$ cat config.mk
export PLATFORM = sky130hd
export DESIGN_NAME = sp_regbank
export DESIGN_NICKNAME = d
export VERILOG_FILES = /design/src/rtl/regbank_pkg.sv /design/src/rtl/regbank_decode.sv /design/src/rtl/regbank_store.sv /design/src/rtl/regbank_readout.sv /design/src/rtl/sp_regbank.sv
export SDC_FILE = /design/constraint.sdc
export NUM_CORES = 2
export LEC_CHECK = 0
export BUFFER_PORTS_ARGS = -buffer_cell sky130_fd_sc_hd__buf_2
export CAP_MARGIN = 20
export CORE_MARGIN = 10
export CORE_UTILIZATION = 62
export CTS_BUF_LIST = sky130_fd_sc_hd__clkbuf_4
export DETAILED_ROUTE_END_ITERATION = 10
export PLACE_DENSITY_LB_ADDON = 0.08
export SYNTH_ARGS = -nofsm -noshare
export SYNTH_HDL_FRONTEND = slang
export SYNTH_HIERARCHICAL = 1
export SYNTH_SLANG_ARGS = --single-unit
$ cat constraint.sdc
create_clock -name clk -period 3.46 [get_ports clk]
set_input_delay 0.865 -clock clk [delete_from_list [all_inputs] [get_ports clk]]
set_output_delay 0.865 -clock clk [all_outputs]
set_load 0.02 [all_outputs]
$ cat src/rtl/regbank_pkg.sv
package regbank_pkg;

    localparam int RB_WORD_W = 32;
    localparam int RB_DEPTH  = 32;

    typedef enum logic {
        OP_WRITE = 1'b0,
        OP_READ  = 1'b1
    } op_e;

    function automatic op_e decode_op(input logic mode_bit);
        return mode_bit ? OP_READ : OP_WRITE;
    endfunction

endpackage

$ cat src/rtl/regbank_decode.sv
module regbank_decode #(
    parameter int DEPTH = 32,
    localparam int IDX_W = $clog2(DEPTH)
) (
    input  logic                  clk,
    input  logic                  rst,
    input  regbank_pkg::op_e      op,
    input  logic [IDX_W-1:0]      idx,
    output logic [DEPTH-1:0]      wr_en,
    output logic                  rd_en
);
    import regbank_pkg::*;

    assign rd_en = (op == OP_READ);

    for (genvar g = 0; g < DEPTH; g++) begin : g_sel
        assign wr_en[g] = (op == OP_WRITE) && (idx == IDX_W'(g));
    end


    wr_en_onehot_chk: assert property (@(posedge clk) disable iff (rst)
        $onehot0(wr_en));


    no_write_on_read_chk: assert property (@(posedge clk) disable iff (rst)
        rd_en |-> (wr_en == '0));

endmodule

$ cat src/rtl/regbank_store.sv
module regbank_store #(
    parameter int WORD_W = 32,
    parameter int DEPTH  = 32
) (
    input  logic                           clk,
    input  logic                           rst,
    input  logic [DEPTH-1:0]               wr_en,
    input  logic [WORD_W-1:0]              wr_data,
    output logic [DEPTH-1:0][WORD_W-1:0]   regs_q
);

    for (genvar g = 0; g < DEPTH; g++) begin : g_entry
        always_ff @(posedge clk) begin
            if (rst) begin
                regs_q[g] <= '0;
            end else if (wr_en[g]) begin
                regs_q[g] <= wr_data;
            end
        end
    end

endmodule

$ cat src/rtl/regbank_readout.sv
module regbank_readout #(
    parameter int WORD_W = 32,
    parameter int DEPTH  = 32,
    localparam int IDX_W = $clog2(DEPTH)
) (
    input  logic                           clk,
    input  logic                           rst,
    input  logic                           rd_en,
    input  logic [IDX_W-1:0]               idx,
    input  logic [DEPTH-1:0][WORD_W-1:0]   regs_q,
    output logic [WORD_W-1:0]              rd_data
);

    logic [WORD_W-1:0] sel_word;

    always_comb begin
        sel_word = '0;
        for (int i = 0; i < DEPTH; i++) begin
            if (idx == IDX_W'(i)) sel_word = regs_q[i];
        end
    end

    always_ff @(posedge clk) begin
        if (rst) begin
            rd_data <= '0;
        end else if (rd_en) begin
            rd_data <= sel_word;
        end
    end


    out_cleared_chk: assert property (@(posedge clk)
        rst |=> (rd_data == '0));


    out_hold_on_write_chk: assert property (@(posedge clk) disable iff (rst)
        !rd_en |=> $stable(rd_data));

endmodule

$ cat src/rtl/sp_regbank.sv
module sp_regbank #(
    parameter int WORD_W = regbank_pkg::RB_WORD_W,
    parameter int DEPTH  = regbank_pkg::RB_DEPTH,
    localparam int IDX_W = $clog2(DEPTH)
) (
    input  logic              clk,
    input  logic              rst,
    input  logic              op_read,
    input  logic [IDX_W-1:0]  idx,
    input  logic [WORD_W-1:0] wr_data,
    output logic [WORD_W-1:0] rd_data
);
    import regbank_pkg::*;

    op_e                          op;
    logic [DEPTH-1:0]             wr_en;
    logic                         rd_en;
    logic [DEPTH-1:0][WORD_W-1:0] regs_q;

    assign op = decode_op(op_read);

    regbank_decode #(.DEPTH(DEPTH)) u_decode (
        .clk   (clk),
        .rst   (rst),
        .op    (op),
        .idx   (idx),
        .wr_en (wr_en),
        .rd_en (rd_en)
    );

    regbank_store #(.WORD_W(WORD_W), .DEPTH(DEPTH)) u_store (
        .clk     (clk),
        .rst     (rst),
        .wr_en   (wr_en),
        .wr_data (wr_data),
        .regs_q  (regs_q)
    );

    regbank_readout #(.WORD_W(WORD_W), .DEPTH(DEPTH)) u_readout (
        .clk     (clk),
        .rst     (rst),
        .rd_en   (rd_en),
        .idx     (idx),
        .regs_q  (regs_q),
        .rd_data (rd_data)
    );


    write_lands_chk: assert property (@(posedge clk) disable iff (rst)
        !op_read |=> (regs_q[$past(idx)] == $past(wr_data)));


    read_keeps_store_chk: assert property (@(posedge clk) disable iff (rst)
        op_read |=> $stable(regs_q));


    read_returns_entry_chk: assert property (@(posedge clk) disable iff (rst)
        op_read |=> (rd_data == $past(regs_q[idx])));

endmodule

==> run summary <==
The post-route clock skew came out at 96.9 ps. In the final layout, the multi-input gates occupy 24600 sq um. For this design the ratio of total power to cell area is 479 nW/um^2. The die area came out at 89700 sq um.

The endpoint class of the critical path was a primary output. The run gives 0 ps as the summed negative setup slack over all endpoints. OpenSTA, run right after detailed placement, puts the worst setup slack at -123 ps. In this run the worst path has a maximum fanout of 2.

Summed over its instances, the top area cell type makes up 43.6% of the synthesized netlist area. The pin count of the biggest net entering global routing came out at 203. The worst-case IR drop observed on VDD is 0.000290 V. The critical path data required time came out at 2590 ps.

At the pin with the least slew margin, the transition time is 1030 ps. The count of filler cells inserted in the layout was 6396; the area taken by flip-flops and latches was 21100 sq um. The routed wire length came out at 172000 microns.

TritonCTS built the clock tree. For this run, global-route usage on met2 was measured as 55.4%. At the end of routability-driven placement, the weighted congestion stood at 0.976.

The die height was 300 microns; the die boundary width was 300 microns. The combined buffer and inverter count along the critical path works out to 1. Timing would allow up to 0.349 GHz. The logs give 43.6% for the part of the Yosys area used for sequential elements and 42.2k for the total number of vias. The depth of the worst register-to-register path is 6, and the wire length of the first global-routing pass is 256000 microns.

The number of max-slew violations in the final report was 0. The most instantiated flip-flop cell in the synthesis netlist is sky130_fd_sc_hd__dfxtp_1. Dividing the detail-routed wire length by the instance count gives 26.2 microns. The register bit count reported by yosys was 1056; the number of warnings printed during yosys synthesis was 6. For this run, the total global-route usage over all layers was measured as 36.9%. The tools report the total standard cell area after synthesis as 48400 sq um. The tools report the worst endpoint data arrival time as 2000 ps. By instance count, the leading cell after synthesis is sky130_fd_sc_hd__nor2_1. The logs give 1290 ps for the internal reg-to-reg setup slack and 72 for the I/O pin count.

Before antenna repair, the detailed router went through 9 iterations. Highest-delay cell along the critical path: sky130_fd_sc_hd__dfxtp_1. For the clock latency on the worst-skew pair, the log shows 1200 ps. The worst path uses 82.9% of the clock period. The total clock buffers created by CTS was 294. The capture instance of the worst register-to-register path is u_readout/rd_data[7].

In this run the cell area measured after placement is 50100 sq um. The root buffer cell chosen for the clock tree is sky130_fd_sc_hd__clkbuf_4. Counting along the longest clock path gives a buffer depth of 4. The smallest setup slack after layout was 591 ps.

The share of total power dissipated in sequential elements is 48.0%. The row count is 102. After synthesis, the most frequently instantiated cells are sky130_fd_sc_hd__nor2_1 (1198), sky130_fd_sc_hd__mux2i_1 (1063), sky130_fd_sc_hd__dfxtp_1 (1056). A synthesized cell averages 9.21 sq um.

The final hold violation count was 0. The run gives 30.7% as the normalized max-slew margin. The switching share of power was 26.7%. The biggest cell delay along the critical path was 620 ps; the final cell utilization of the core was 69.3%. The logs give 11 for the number of antenna violations at the first check in global routing and 5 for the level count of the clock H-tree. Compared with the post-synthesis result, the final layout area differs by 10.8%. Hold repair after CTS inserted 0 buffers. Setup violations remaining at the end of the flow were counted as 0. The logs give 1056 for the CTS sink count and 43.2% for the clock network fraction of total power.

Walking the worst path, the cells encountered are buf_2. Across the run, the number of max-cap violations was 0. The final critical path time including I/O delays and setup is 2870 ps, and the number of enable-type register cells in the synthesized netlist is 0.

The worst hold path was traced through 2 stages. During placement, the flow inserted port buffers numbering 71. By startpoint and endpoint, the worst setup path is classified as reg2out. After clock tree synthesis, the clock-pin slew on the worst setup and hold paths is 70 ps. Global routing consumed, on the met1 layer, 48.0% of the routing resources.

Summed over all instances, the cell type with the most area after synthesis is sky130_fd_sc_hd__dfxtp_1. The analysis attributes to net switching a power of 6.87 mW. The most crowded layer after global routing is met2. The worst hold path terminates at u_store/regs_q[732]. The logs give 62.5% for the initial core utilization and 8.8% for the proportion of power drawn by combinational gates. The worst setup path is launched from a flop. For the synthesized instance count, the log shows 5257. The flow ran to the end, and the final reports show no timing, DRC or antenna violations. Once detailed placement completed, the half-perimeter wirelength came to 112000 microns. Dividing the detail-routed via count by the number of cells gives 6.43. Overall power after layout: 25.7 mW. For this design the static power due to leakage is 18.7 nW.

The count of nets left with antenna violations after detail routing is 0. Setup repair after global routing left no endpoint under its margin. For this run, the post-layout net count is 5370. The post-route netlist has 15.9% of its cells at a drive strength greater than 1. The via count of the first global-routing pass was 40.5k. The critical path's top delay family was flip-flops. The path type of the worst min-delay path was in2reg. The run gives 0 as the global-route congestion overflow total. Share of flip-flops with an asynchronous set or reset after synthesis: 0%. After synthesis, the cell types taking the most area are sky130_fd_sc_hd__dfxtp_1 (44%), sky130_fd_sc_hd__mux2i_1 (22%), sky130_fd_sc_hd__nor2_1 (9.3%).

The logs give 77500 sq um for the core region area and 5297 for the post-synthesis net count. The start point of the worst hold path was rst. With fillers left out, the area of the finished cells amounts to 53700 sq um. After detailed routing, the number of remaining DRC violations is 0. The post-cts gate resize count is 0. Setup fix buffers added after clock tree synthesis: 0. The count of routing violations after the opening detailed-route iteration was 5323. For the number of distinct library cell variants in the gate-level netlist after synthesis, the log shows 88. Internal portion of total power: 18.9 mW. In this run the critical register-to-register path is launched from u_store/regs_q[295]. Met3 demand-to-capacity share in global routing: 9.48%.
[area by class of cell]
type	count	share of cell area (%)
Sequential cell	1056	39.4
Clock inverter	46	0.592
Tap cell	1040	2.42
Antenna cell	13	0.0606
Inverter	20	0.140
Timing Repair Buffer	330	5.72
Multi-Input combinational cell	3628	45.8
Clock buffer	422	5.90
[sequential cells by signal, indices dropped and copies added, names as in the netlist]
| signal | cells |
|---|---|
| u_readout/rd_data | 32 |
| u_store/regs_q | 1024 |
[logic make-up after synthesis]
logic type,count (synthesis),share of synthesized area (%)
DFF,1056,43.6
and+or+nand+nor,1570,13.9
xor gates and xnor gates,1,0.0181
buffers and inverters,573,6.20
muxes,1087,22.6
AOI/OAI and AO/OA,970,13.7
[worst max path at each step]
stage | from | endpoint | slack (ps) | cells after the start
4_1_cts | u_readout/rd_data[23] | rd_data[23] | 560 | 1
3_3_place_gp | idx[2] | u_readout/rd_data[29] | -110 | 8
5_1_grt | u_readout/rd_data[23] | rd_data[23] | 520 | 1
2_1_floorplan | idx[4] | u_readout/rd_data[22] | 790 | 8
3_5_place_dp | idx[2] | u_readout/rd_data[29] | -120 | 8
6_report | u_readout/rd_data[23] | rd_data[23] | 590 | 1
[layer usage]
metal  routed length, microns  share of wire [%]  vias to the layer above
met5                        0                  0                        -
met4                     8990                5.2                        0
met3                    19600                 11                      567
met2                    74500                 43                     2626
met1                    68900                 40                    20200
li1                         -                  -                    18800
[power groups by stage]
stage | registers, mW | logic, mW | clock network [mW]
2_1_floorplan | 12.6 | 1.33 | 0
3_3_place_gp | 12.6 | 2.17 | 0
3_5_place_dp | 12.6 | 2.17 | 0
4_1_cts | 12.4 | 2.18 | 11.2
5_1_grt | 12.4 | 2.34 | 11.9
6_report | 12.4 | 2.26 | 11.1
[through the flow]
stage / hold WS (ps) / std cells
global route: 75.9 / 6549
global placement: 464 / 6074
finish: 104 / 6555
CTS: 26.4 / 6542
floorplan: 451 / 5257
detailed placement: 470 / 6074
[layout by cell type (no fill, tap or decap), types with 18 or more instances in the layout]
cell,count
sky130_fd_sc_hd__o21ai_1,19
sky130_fd_sc_hd__o211ai_1,48
sky130_fd_sc_hd__nand2b_1,20
sky130_fd_sc_hd__nor3b_1,19
sky130_fd_sc_hd__a22oi_1,79
sky130_fd_sc_hd__nand3_1,25
sky130_fd_sc_hd__clkbuf_4,422
sky130_fd_sc_hd__o22a_1,31
sky130_fd_sc_hd__a21oi_1,209
sky130_fd_sc_hd__a211oi_1,44
sky130_fd_sc_hd__o221ai_1,37
sky130_fd_sc_hd__nor3_1,55
sky130_fd_sc_hd__a221oi_1,28
sky130_fd_sc_hd__buf_2,67
sky130_fd_sc_hd__nor2_1,1164
sky130_fd_sc_hd__inv_1,18
sky130_fd_sc_hd__nor2_4,33
sky130_fd_sc_hd__buf_4,201
sky130_fd_sc_hd__dfxtp_1,1056
sky130_fd_sc_hd__buf_12,59
sky130_fd_sc_hd__o22ai_1,95
sky130_fd_sc_hd__nor2b_1,40
sky130_fd_sc_hd__o21a_1,38
sky130_fd_sc_hd__a21o_1,21
sky130_fd_sc_hd__o21ai_0,149
sky130_fd_sc_hd__mux2_2,21
sky130_fd_sc_hd__a222oi_1,18
sky130_fd_sc_hd__mux2i_1,1063
sky130_fd_sc_hd__clkinv_1,30
sky130_fd_sc_hd__a2111oi_0,19
sky130_fd_sc_hd__nand2_1,100
Note: power is estimated with default switching activity, not from simulation.
